--- src/rtl/mcall_pkg.sv ---
package mcall_pkg;
  localparam int WORD_W = 32;

  // Classification of one method write against the macro window
  typedef enum logic [1:0] {
    MK_PASS  = 2'd0,
    MK_CALL  = 2'd1,
    MK_PARAM = 2'd2
  } mkind_e;
endpackage

--- src/rtl/mcall_decode.sv ---
module mcall_decode
  import mcall_pkg::*;
#(
  parameter int                ADDR_W     = 12,
  parameter logic [ADDR_W-1:0] WIN_BASE   = 12'hE00,
  parameter int                NUM_MACROS = 128,
  localparam int               IDX_W      = $clog2(NUM_MACROS)
) (
  input  logic [ADDR_W-1:0] addr,
  output mkind_e            kind,
  output logic [IDX_W-1:0]  idx
);
  localparam int SPAN_I = 2 * NUM_MACROS;
  localparam logic [ADDR_W:0] SPAN = SPAN_I[ADDR_W:0];

  logic [ADDR_W:0] off;
  logic            in_win;

  always_comb begin
    off    = {1'b0, addr} - {1'b0, WIN_BASE};
    in_win = (addr >= WIN_BASE) && (off < SPAN);
    idx    = off[IDX_W:1];
    if (!in_win)     kind = MK_PASS;
    else if (off[0]) kind = MK_PARAM;
    else             kind = MK_CALL;
  end
endmodule

--- src/rtl/mcall_ctrl.sv ---
module mcall_ctrl #(
  parameter int IDX_W  = 7,
  parameter int WORD_W = 32
) (
  input  logic              clk,
  input  logic              rst_n,
  input  logic              call_req,
  input  logic [IDX_W-1:0]  call_idx,
  input  logic [WORD_W-1:0] call_arg,
  input  logic              done_in,
  output logic              busy,
  output logic              start,
  output logic [IDX_W-1:0]  idx_q,
  output logic [WORD_W-1:0] r1_q,
  output logic              call_fire,
  output logic              flush
);
  logic              busy_q, busy_d, start_q, start_d;
  logic [IDX_W-1:0]  idx_d;
  logic [WORD_W-1:0] r1_d;

  always_comb begin
    call_fire = call_req && !busy_q;
    flush     = done_in && busy_q;
    start_d   = call_fire;
    busy_d    = busy_q;
    idx_d     = idx_q;
    r1_d      = r1_q;
    if (call_fire) begin
      busy_d = 1'b1;
      idx_d  = call_idx;
      r1_d   = call_arg;
    end else if (flush) begin
      busy_d = 1'b0;
    end
  end

  always_ff @(posedge clk or negedge rst_n) begin
    if (!rst_n) begin
      busy_q  <= 1'b0;
      start_q <= 1'b0;
      idx_q   <= '0;
      r1_q    <= '0;
    end else begin
      busy_q  <= busy_d;
      start_q <= start_d;
      if (call_fire) begin
        idx_q <= idx_d;
        r1_q  <= r1_d;
      end
    end
  end

  assign busy  = busy_q;
  assign start = start_q;
endmodule

--- src/rtl/mcall_fifo.sv ---
module mcall_fifo #(
  parameter int  DEPTH  = 4,
  parameter int  WORD_W = 32,
  localparam int PTR_W  = $clog2(DEPTH),
  localparam int CNT_W  = $clog2(DEPTH + 1)
) (
  input  logic              clk,
  input  logic              rst_n,
  input  logic              wr_en,
  input  logic [WORD_W-1:0] wr_data,
  input  logic              rd_req,
  input  logic              flush,
  output logic              rd_valid,
  output logic [WORD_W-1:0] rd_data,
  output logic              full,
  output logic [CNT_W-1:0]  count
);
  logic [WORD_W-1:0] mem [DEPTH];
  logic [PTR_W-1:0]  wr_q, wr_d, rd_q, rd_d;
  logic [CNT_W-1:0]  cnt_q, cnt_d;
  logic              rd_ok;

  function automatic logic [PTR_W-1:0] step_ptr(input logic [PTR_W-1:0] p);
    return (p == PTR_W'(DEPTH - 1)) ? '0 : p + 1'b1;
  endfunction

  always_comb begin
    rd_ok = rd_req && (cnt_q != '0) && !flush;
    wr_d  = wr_en ? step_ptr(wr_q) : wr_q;
    if (flush) begin
      rd_d  = wr_q;
      cnt_d = wr_en ? CNT_W'(1) : '0;
    end else begin
      rd_d  = rd_ok ? step_ptr(rd_q) : rd_q;
      cnt_d = cnt_q + CNT_W'(wr_en) - CNT_W'(rd_ok);
    end
  end

  always_ff @(posedge clk or negedge rst_n) begin
    if (!rst_n) begin
      wr_q  <= '0;
      rd_q  <= '0;
      cnt_q <= '0;
    end else begin
      wr_q  <= wr_d;
      rd_q  <= rd_d;
      cnt_q <= cnt_d;
    end
  end

  // Storage carries no reset; entries are only read once counted valid
  always_ff @(posedge clk) begin
    if (wr_en) mem[wr_q] <= wr_data;
  end

  assign rd_valid = (cnt_q != '0);
  assign rd_data  = mem[rd_q];
  assign full     = (cnt_q == CNT_W'(DEPTH));
  assign count    = cnt_q;
endmodule

--- src/rtl/macro_call_fe.sv ---
module macro_call_fe
  import mcall_pkg::*;
#(
  parameter int                MTHD_W     = 12,
  parameter logic [MTHD_W-1:0] WIN_BASE   = 12'hE00,
  parameter int                NUM_MACROS = 128,
  parameter int                FIFO_DEPTH = 4,
  localparam int               IDX_W      = $clog2(NUM_MACROS),
  localparam int               CNT_W      = $clog2(FIFO_DEPTH + 1)
) (
  input  logic              clk,
  input  logic              rst_n,
  input  logic              m_valid,
  output logic              m_ready,
  input  logic [MTHD_W-1:0] m_addr,
  input  logic [WORD_W-1:0] m_data,
  output logic              fwd_valid,
  input  logic              fwd_ready,
  output logic [MTHD_W-1:0] fwd_addr,
  output logic [WORD_W-1:0] fwd_data,
  output logic              mac_start,
  output logic [IDX_W-1:0]  mac_index,
  output logic [WORD_W-1:0] mac_r1,
  output logic              mac_busy,
  input  logic              mac_done,
  input  logic              pop_req,
  output logic              pop_valid,
  output logic [WORD_W-1:0] pop_data
);
  mkind_e           kind;
  logic [IDX_W-1:0] dec_idx;
  logic             call_try, param_try, call_fire, push_fire, flush, fifo_full;
  logic [CNT_W-1:0] fifo_cnt;

  mcall_decode #(
    .ADDR_W(MTHD_W), .WIN_BASE(WIN_BASE), .NUM_MACROS(NUM_MACROS)
  ) u_dec (
    .addr(m_addr), .kind(kind), .idx(dec_idx)
  );

  always_comb begin
    call_try  = m_valid && (kind == MK_CALL);
    param_try = m_valid && (kind == MK_PARAM);
    push_fire = param_try && !fifo_full;
    fwd_valid = m_valid && (kind == MK_PASS);
    unique case (kind)
      MK_CALL:  m_ready = !mac_busy;
      MK_PARAM: m_ready = !fifo_full;
      default:  m_ready = fwd_ready;
    endcase
  end

  assign fwd_addr = m_addr;
  assign fwd_data = m_data;

  mcall_ctrl #(.IDX_W(IDX_W), .WORD_W(WORD_W)) u_ctrl (
    .clk(clk), .rst_n(rst_n),
    .call_req(call_try), .call_idx(dec_idx), .call_arg(m_data),
    .done_in(mac_done),
    .busy(mac_busy), .start(mac_start), .idx_q(mac_index), .r1_q(mac_r1),
    .call_fire(call_fire), .flush(flush)
  );

  mcall_fifo #(.DEPTH(FIFO_DEPTH), .WORD_W(WORD_W)) u_fifo (
    .clk(clk), .rst_n(rst_n),
    .wr_en(push_fire), .wr_data(m_data),
    .rd_req(pop_req), .flush(flush),
    .rd_valid(pop_valid), .rd_data(pop_data),
    .full(fifo_full), .count(fifo_cnt)
  );
endmodule

--- config.mk ---
export PLATFORM = sky130hd
export DESIGN_NAME = macro_call_fe
export DESIGN_NICKNAME = d
export VERILOG_FILES = /design/src/rtl/mcall_pkg.sv /design/src/rtl/mcall_decode.sv /design/src/rtl/mcall_ctrl.sv /design/src/rtl/mcall_fifo.sv /design/src/rtl/macro_call_fe.sv
export SDC_FILE = /design/constraint.sdc
export NUM_CORES = 1
export LEC_CHECK = 0
export BUFFER_PORTS_ARGS = -buffer_cell sky130_fd_sc_hd__clkbuf_2
export CAP_MARGIN = 5
export CORE_MARGIN = 2
export CORE_UTILIZATION = 49
export CTS_CLUSTER_DIAMETER = 200
export DETAILED_ROUTE_END_ITERATION = 6
export GPL_TIMING_DRIVEN = 1
export PLACE_DENSITY = 0.8
export SLEW_MARGIN = 0
export SYNTH_ARGS = -nofsm -noshare
export SYNTH_HDL_FRONTEND = slang
export SYNTH_HIERARCHICAL = 1
export SYNTH_SLANG_ARGS = --single-unit
--- constraint.sdc ---
create_clock -name clk -period 2.18 [get_ports clk]
set_input_delay 0 -clock clk [delete_from_list [all_inputs] [get_ports clk]]
set_output_delay 0 -clock clk [all_outputs]
set_load 0.01 [all_outputs]
### Word level (Yosys, flattened, before mapping)

Memory sizes are Yosys's and may differ from the RTL's.
Cells that the tools add are included.

| storage, ports and cells | value |
|---|---|
| register bits | 48 |
| memory bits (writable) | 128 |
| output and inout bits | 120 |
| word-level logic and storage cells | 49 |
| memories kept | 1 |
| bits of input ports | 50 |

Memories:

| name | depth | width | read ports | clocked after memory_dff | write ports | line | RTL |
|---|---|---|---|---|---|---|---|
| u_fifo.mem | 4 | 32 | 1 | 0 | 1 | mcall_fifo.sv:18 | `logic [WORD_W-1:0] mem [DEPTH];` |

| cells by class | value |
|---|---|
| reductions and logical operators | 16 |
| equal/unequal tests | 5 |
| add/subtract/negate cells | 5 |
| muxes and demuxes | 13 |
| order comparisons | 2 |

Operators with widths:

| kind | number |
|---|---|
| < comparator 13 x 9 -> 1 bit, second input constant | 1 |
| subtractor 12 x 12 -> 13 bit, second input constant | 1 |
| greater-or-equal comparator 12 bit, second input constant | 1 |
| two-way mux 2 bit | 6 |
| logical AND 1 bit | 9 |
| equality test 2 bit, second input constant | 3 |
| two-way mux 1 bit | 5 |
| adder 2 x 1 -> 2 bit, second input constant | 2 |
| nonzero test 2 bit | 2 |
| adder 3 x 1 -> 3 bit | 1 |
| equality test 3 bit, second input constant | 1 |
| zero test 1 bit | 3 |
| two-way mux 3 bit | 1 |
| nonzero test 3 bit | 1 |
| subtractor 3 x 1 -> 3 bit | 1 |
| equality test 2 x 1 -> 1 bit, second input constant | 1 |
| zero test 2 bit | 1 |
| case mux 1 bit (2 select lines) | 1 |

### Logic depth before layout (Yosys ltp)

| depth | value |
|---|---|
| depth in word-level cells | 10 |
| gate-level depth with buffers | 15 |
| depth with buffers taken out | 15 |

### Modules after synthesis

Netlist, hierarchy kept.

Modules (own cells, without submodules):

| module | instances | area an instance (um2) | cells an instance | sequential area each (um2) |
|---|---|---|---|---|
| mcall_fifo | 1 | 5118.7 | 214 | 4018.9 |
| mcall_ctrl | 1 | 1687.9 | 89 | 1026.0 |
| macro_call_fe | 1 | 420.4 | 57 | 0.0 |
| mcall_decode | 1 | 120.1 | 17 | 0.0 |

### Least setup slack after synthesis

Ideal clock, no wire load.

| timing | value |
|---|---|
| path type | input -> register |
| start | in m_addr[10] |
| end | mem u_fifo.mem[0][0] (enable) |
| stages on the path | 9 |
| library setup time | 0.392 ns |
| slack | -0.338 ns |
| data required time | 1.788 ns |
| path buffers | 0 |
| arrival time | 2.126 ns |
| cell sequence | and2_1 > ha_1 > nor2_1 > nand3_1 > nor2_1 > ha_1 > nand2b_1 > nor2_1 > and2_1 |

| on the way | value |
|---|---|
| word-level cells in the longest chain between the ends | 9 |
| elaborated cells on any way between the ends | 10 |
| classes of those cells | add/sub: 1; order compare: 2; eq/ne: 1; mux: 3; reduce/logical: 3 |

Ends and longest elaborated chain:

| what | line | RTL |
|---|---|---|
| start, declared | macro_call_fe.sv:15 | `input logic [MTHD_W-1:0] m_addr,` |
| subtractor 12 x 12 -> 13 bit | mcall_decode.sv:20 | `off = {1'b0, addr} - {1'b0, WIN_BASE};` |
| < comparator 13 x 9 -> 1 bit | mcall_decode.sv:21 | `in_win = (addr >= WIN_BASE) && (off < SPAN);` |
| logical AND 1 bit (*) | mcall_decode.sv:21 |  |
| two-way mux 2 bit (*) | mcall_decode.sv:23 | `if (!in_win) kind = MK_PASS;` |
| via kind[1] | macro_call_fe.sv:30 | `mkind_e kind;` |
| equality test 2 bit (*) | macro_call_fe.sv:43 | `param_try = m_valid && (kind == MK_PARAM);` |
| logical AND 1 bit (*) | macro_call_fe.sv:43 |  |
| logical AND 1 bit (*) | macro_call_fe.sv:44 | `push_fire = param_try && !fifo_full;` |
| via push_fire | macro_call_fe.sv:32 | `logic call_try, param_try, call_fire, push_fire, flush, fifo_full;` |
| two-way mux 1 bit (*) | mcall_fifo.sv:53 | `if (wr_en) mem[wr_q] <= wr_data;` |
| two-way mux 1 bit (not written as such) (*) | mcall_fifo.sv:53 |  |
| end, declared | mcall_fifo.sv:18 |  |

The timed path passes the listed nets; every way through them passes the cells marked *.

### Worst setup path in the final report

| timing | value |
|---|---|
| start | reg u_fifo.cnt_q[1] (netlist: u_fifo/count[1]) |
| end | reg u_fifo.cnt_q[2] (netlist: u_fifo/count[2]) |

| on the way | value |
|---|---|
| word-level cells in the longest chain between the ends | 6 |
| elaborated cells on any way between the ends | 9 |
| classes of those cells | add/sub: 2; eq/ne: 1; mux: 1; reduce/logical: 5 |

Ends and longest elaborated chain:

| what | line | RTL |
|---|---|---|
| start, declared | mcall_fifo.sv:20 | `logic [CNT_W-1:0] cnt_q, cnt_d;` |
| start signal, assigned | mcall_fifo.sv:47 | `cnt_q <= cnt_d;` |
| equality test 3 bit | mcall_fifo.sv:58 | `assign full = (cnt_q == CNT_W'(DEPTH));` |
| zero test 1 bit | macro_call_fe.sv:44 |  |
| logical AND 1 bit | macro_call_fe.sv:44 |  |
| adder 3 x 1 -> 3 bit | mcall_fifo.sv:35 | `cnt_d = cnt_q + CNT_W'(wr_en) - CNT_W'(rd_ok);` |
| subtractor 3 x 1 -> 3 bit (*) | mcall_fifo.sv:35 |  |
| two-way mux 3 bit (*) | mcall_fifo.sv:30 | `if (flush) begin` |
| via u_fifo.cnt_d[2] | mcall_fifo.sv:20 |  |

Marks and branches as above.
A chain may end at the register's enable or synchronous reset.

==> metrics.log <==
[metrics] result of the run: finished clean
[metrics] FF+latch count, synth: 176
[metrics] post-route DRC violation count: 0
[metrics] post-detailed-route wirelength per cell: 18.9 microns
[metrics] worst setup slack for register-to-register paths: 0.03 ns
[metrics] crit-path max FO: 2
[metrics] TritonCTS clock tree: yes
[metrics] max-capacitance violation count: 0
[metrics] aggregate global routing overflow: 0
[metrics] HPWL after DPL: slightly above 9000 microns
[metrics] Worst R2R End: u_fifo/count[2]
[metrics] maximum level of the CTS H-tree: 4
[metrics] final core occ: 0.641
[metrics] Final min period: around 2.1 ns
[metrics] row count: 44
[metrics] worst slack after detailed placement: -0.147 ns
[metrics] Post-synth top flop: edfxtp_1
[metrics] synthesized netlist net count: between 400 and 500
[metrics] Initial Util: 0.504
[metrics] total power divided by cell area: 954 nW/um^2
[metrics] Final setup viols: 0
[metrics] worst supply voltage drop on vdd: around 0.70 mV
[metrics] remaining max-slew budget at the tightest pin: 0.624
[metrics] design area: 9350 sq um
[metrics] final clock period utilization by the worst path: 0.985
[metrics] share of post-route cells with drive strength above 1: 0.537
[metrics] final hold violation count: 0
[metrics] transition time of the tightest slew-check pin: 0.564 ns
[metrics] startpoint of the worst register-to-register path: u_fifo/count[1]
[metrics] antenna viol nets, final: 0
[metrics] number of standard cells after synthesis: 377
[metrics] Min-Delay Path Class: input pin to async pin
[metrics] cell area after synthesis: 7350 sq um
[metrics] first-pass iteration count of the detailed router: 6
[metrics] static leakage power: 0.00386 uW
[metrics] Max Transition Viols Final: 0
[metrics] number of nets at the end of the flow: 629
[metrics] Syn Area/Cell: 19.5 sq um
[metrics] Yosys warning count: 6
[metrics] Final Worst Setup Slack: 0.0317 ns
[metrics] Vert. Die Dim: 126 microns
[metrics] post-CTS clock slew at the launch and capture registers of the worst setup and hold paths: 0.06 ns
[metrics] via count of the first global-routing pass: 4,241
[metrics] P&R area growth vs syn: 27.3%
[metrics] routability congestion estimate: 0.745
[metrics] Post-Route Skew: ~0.0051 ns
[metrics] count of routing violations after the opening detailed-route iteration: 150
[metrics] core region area: 14,600 sq um
[metrics] achievable clock frequency: 0.465 GHz
[metrics] data required time at the worst endpoint: 2.52 ns
[metrics] start point of the critical path: u_fifo/count[1]
[metrics] area enclosed by the die boundary: 16,000 sq um
[metrics] antenna fix cells: 0
[metrics] Sum Neg Setup Slack: 0 ns
[metrics] CTS root buffer: clkbuf_16
[metrics] share of flip-flops with an asynchronous set or reset: 0.273
[metrics] TritonCTS Sinks: about 180
[metrics] number of vias after detailed routing: between 3k and 4k
[metrics] unrepaired setup endpoints after global routing: true
[metrics] global-route wire length before repair: about 23,000 microns
[metrics] EDFF count, synth: between 100 and 150
[metrics] Worst Path Arrival: 2.49 ns
[metrics] total I/O pin count: 170
[metrics] CTS max path bufs: 2
[metrics] count of buffers from port buffering: 169
[metrics] hold slack final: between 0.02 and 0.03 ns
[metrics] antenna violations before repair: 0
[metrics] total routing usage reported by global routing: 0.188
[metrics] CTS buffer count: 17
[metrics] sort of element at the end of the critical path: flop
[metrics] Area after DPL: 8290 sq um
[metrics] post-synth cell types: 34
[metrics] startpoint type of the worst setup path: flop
[metrics] share of the yosys chip area belonging to registers: 0.687
[metrics] largest net degree at the start of global routing: 36
[metrics] Die Wd: 126 microns
[metrics] per-cell via count in the routed design: 5.16
[metrics] insertion delay of the later-clocked pin in the worst-skew pair: 0.43 ns
[metrics] final wirelength: 14,400 microns
[metrics] type of the setup path with the least slack: flop to flop
[metrics] path depth of the worst reg2reg path: 10
## logic make-up after synthesis
logic type,share of synthesized area
DFF,0.687
buffers and inverters,0.0778
muxes,0.181
and+or+nand+nor,0.0238
adders and majority gates,0.0198
AOI/OAI and AO/OA,0.00749
xor gates and xnor gates,0.00358
## per-stage QoR
stage | cells | power, uW
global placement | 690 | 5780
CTS | 764 | 8960
global route | 765 | 9280
finish | 765 | 8920
floorplan | 377 | 5230
detailed placement | 690 | 5820
## worst max-delay path, stage by stage (launching register included)
cell	delay, ns
dfrtp_1	0.42
o31ai_4	0.28
nor2_1	0.07
ha_1	0.27
inv_1	0.06
ha_2	0.17
inv_2	0.04
fa_2	0.34
xor2_2	0.15
and2_1	0.15
nor3_1	0.13
## flip-flops by register name, summed over array words and instances, names as in the netlist
| signal | count |
|---|---|
| u_ctrl/r1_q | 32 |
| u_fifo/mem | 128 |
| u_ctrl/idx_q | 7 |
| u_ctrl/start | 1 |
| u_fifo/rd_q | 2 |
| u_fifo/wr_q | 2 |
| u_ctrl/busy | 1 |
| u_fifo/count | 3 |
## layer usage
metal / vias up / track usage / part of all wire
met2: 156 / 0.310 / 0.50
met3: 23 / 0.0464 / 0.057
met5: - / 0 / 0
met1: 2004 / 0.244 / 0.42
met4: 0 / 0.0737 / 0.018
li1: 1762 / - / -
## where the power goes
group / switching, uW / total (uW) / leakage [uW] / internal [uW]
clock network: 1250 / 3080 / 0.000299 / 1820
registers: 151 / 3830 / 0.00179 / 3680
logic: 950 / 2020 / 0.00177 / 1070
## worst max-delay path by stage
| stage | endpoint | slack (ns) | cells after the start |
|---|---|---|---|
| finish | u_fifo/count[2] | 0.03 | 10 |
| global route | u_fifo/count[2] | -0.04 | 10 |
| CTS | u_fifo/count[2] | 0.004 | 10 |
| detailed placement | u_fifo/count[2] | -0.15 | 15 |
| global placement | u_fifo/count[2] | -0.09 | 15 |
| floorplan | u_fifo/count[2] | 0.01 | 14 |
## synth_stat cells (3+ instances only)
cell type,number,share of area
buf_2,4,0.0027
mux4_1,4,0.014
edfxtp_1,128,0.52
buf_4,51,0.052
nor2_1,7,0.0036
o21ai_0,4,0.0027
ha_1,10,0.017
mux2_4,38,0.078
mux4_2,28,0.086
and2_1,8,0.0068
buf_12,3,0.0082
nand2_1,4,0.0020
buf_6,6,0.0092
dfrtp_1,48,0.16
xor2_1,3,0.0036
inv_1,10,0.0051
## layout by cell type, fill, tap and decap left out, types with 3 or more instances in the layout
cell / instances
buf_4: 12
buf_12: 14
dfrtp_1: 46
clkinv_4: 3
dlygate4sd3_1: 42
mux2_4: 38
ha_1: 8
clkbuf_16: 18
o21ai_0: 4
edfxtp_1: 128
and2_1: 4
clkbuf_2: 167
and2_2: 5
mux4_2: 28
nor2_1: 6
nand2_1: 4
inv_1: 9
mux4_1: 4
## timing repair
item	in CTS	in global routing
endpoints found under the setup margin	0	12
hold endpoints to repair	182	0
resized for setup	0	7
buffers inserted	0	1
hold buffers	42	0
## layout make-up
cell class	instances	area, sq um
Clock inverter	11	125
Clock buffer	21	482
Fill cell	987	5240
Multi-Input combinational cell	126	1790
Inverter	10	37.5
Sequential cell	176	5050
Timing Repair Buffer	237	1640
Tap cell	184	230
(Power assumes the default switching activity.)
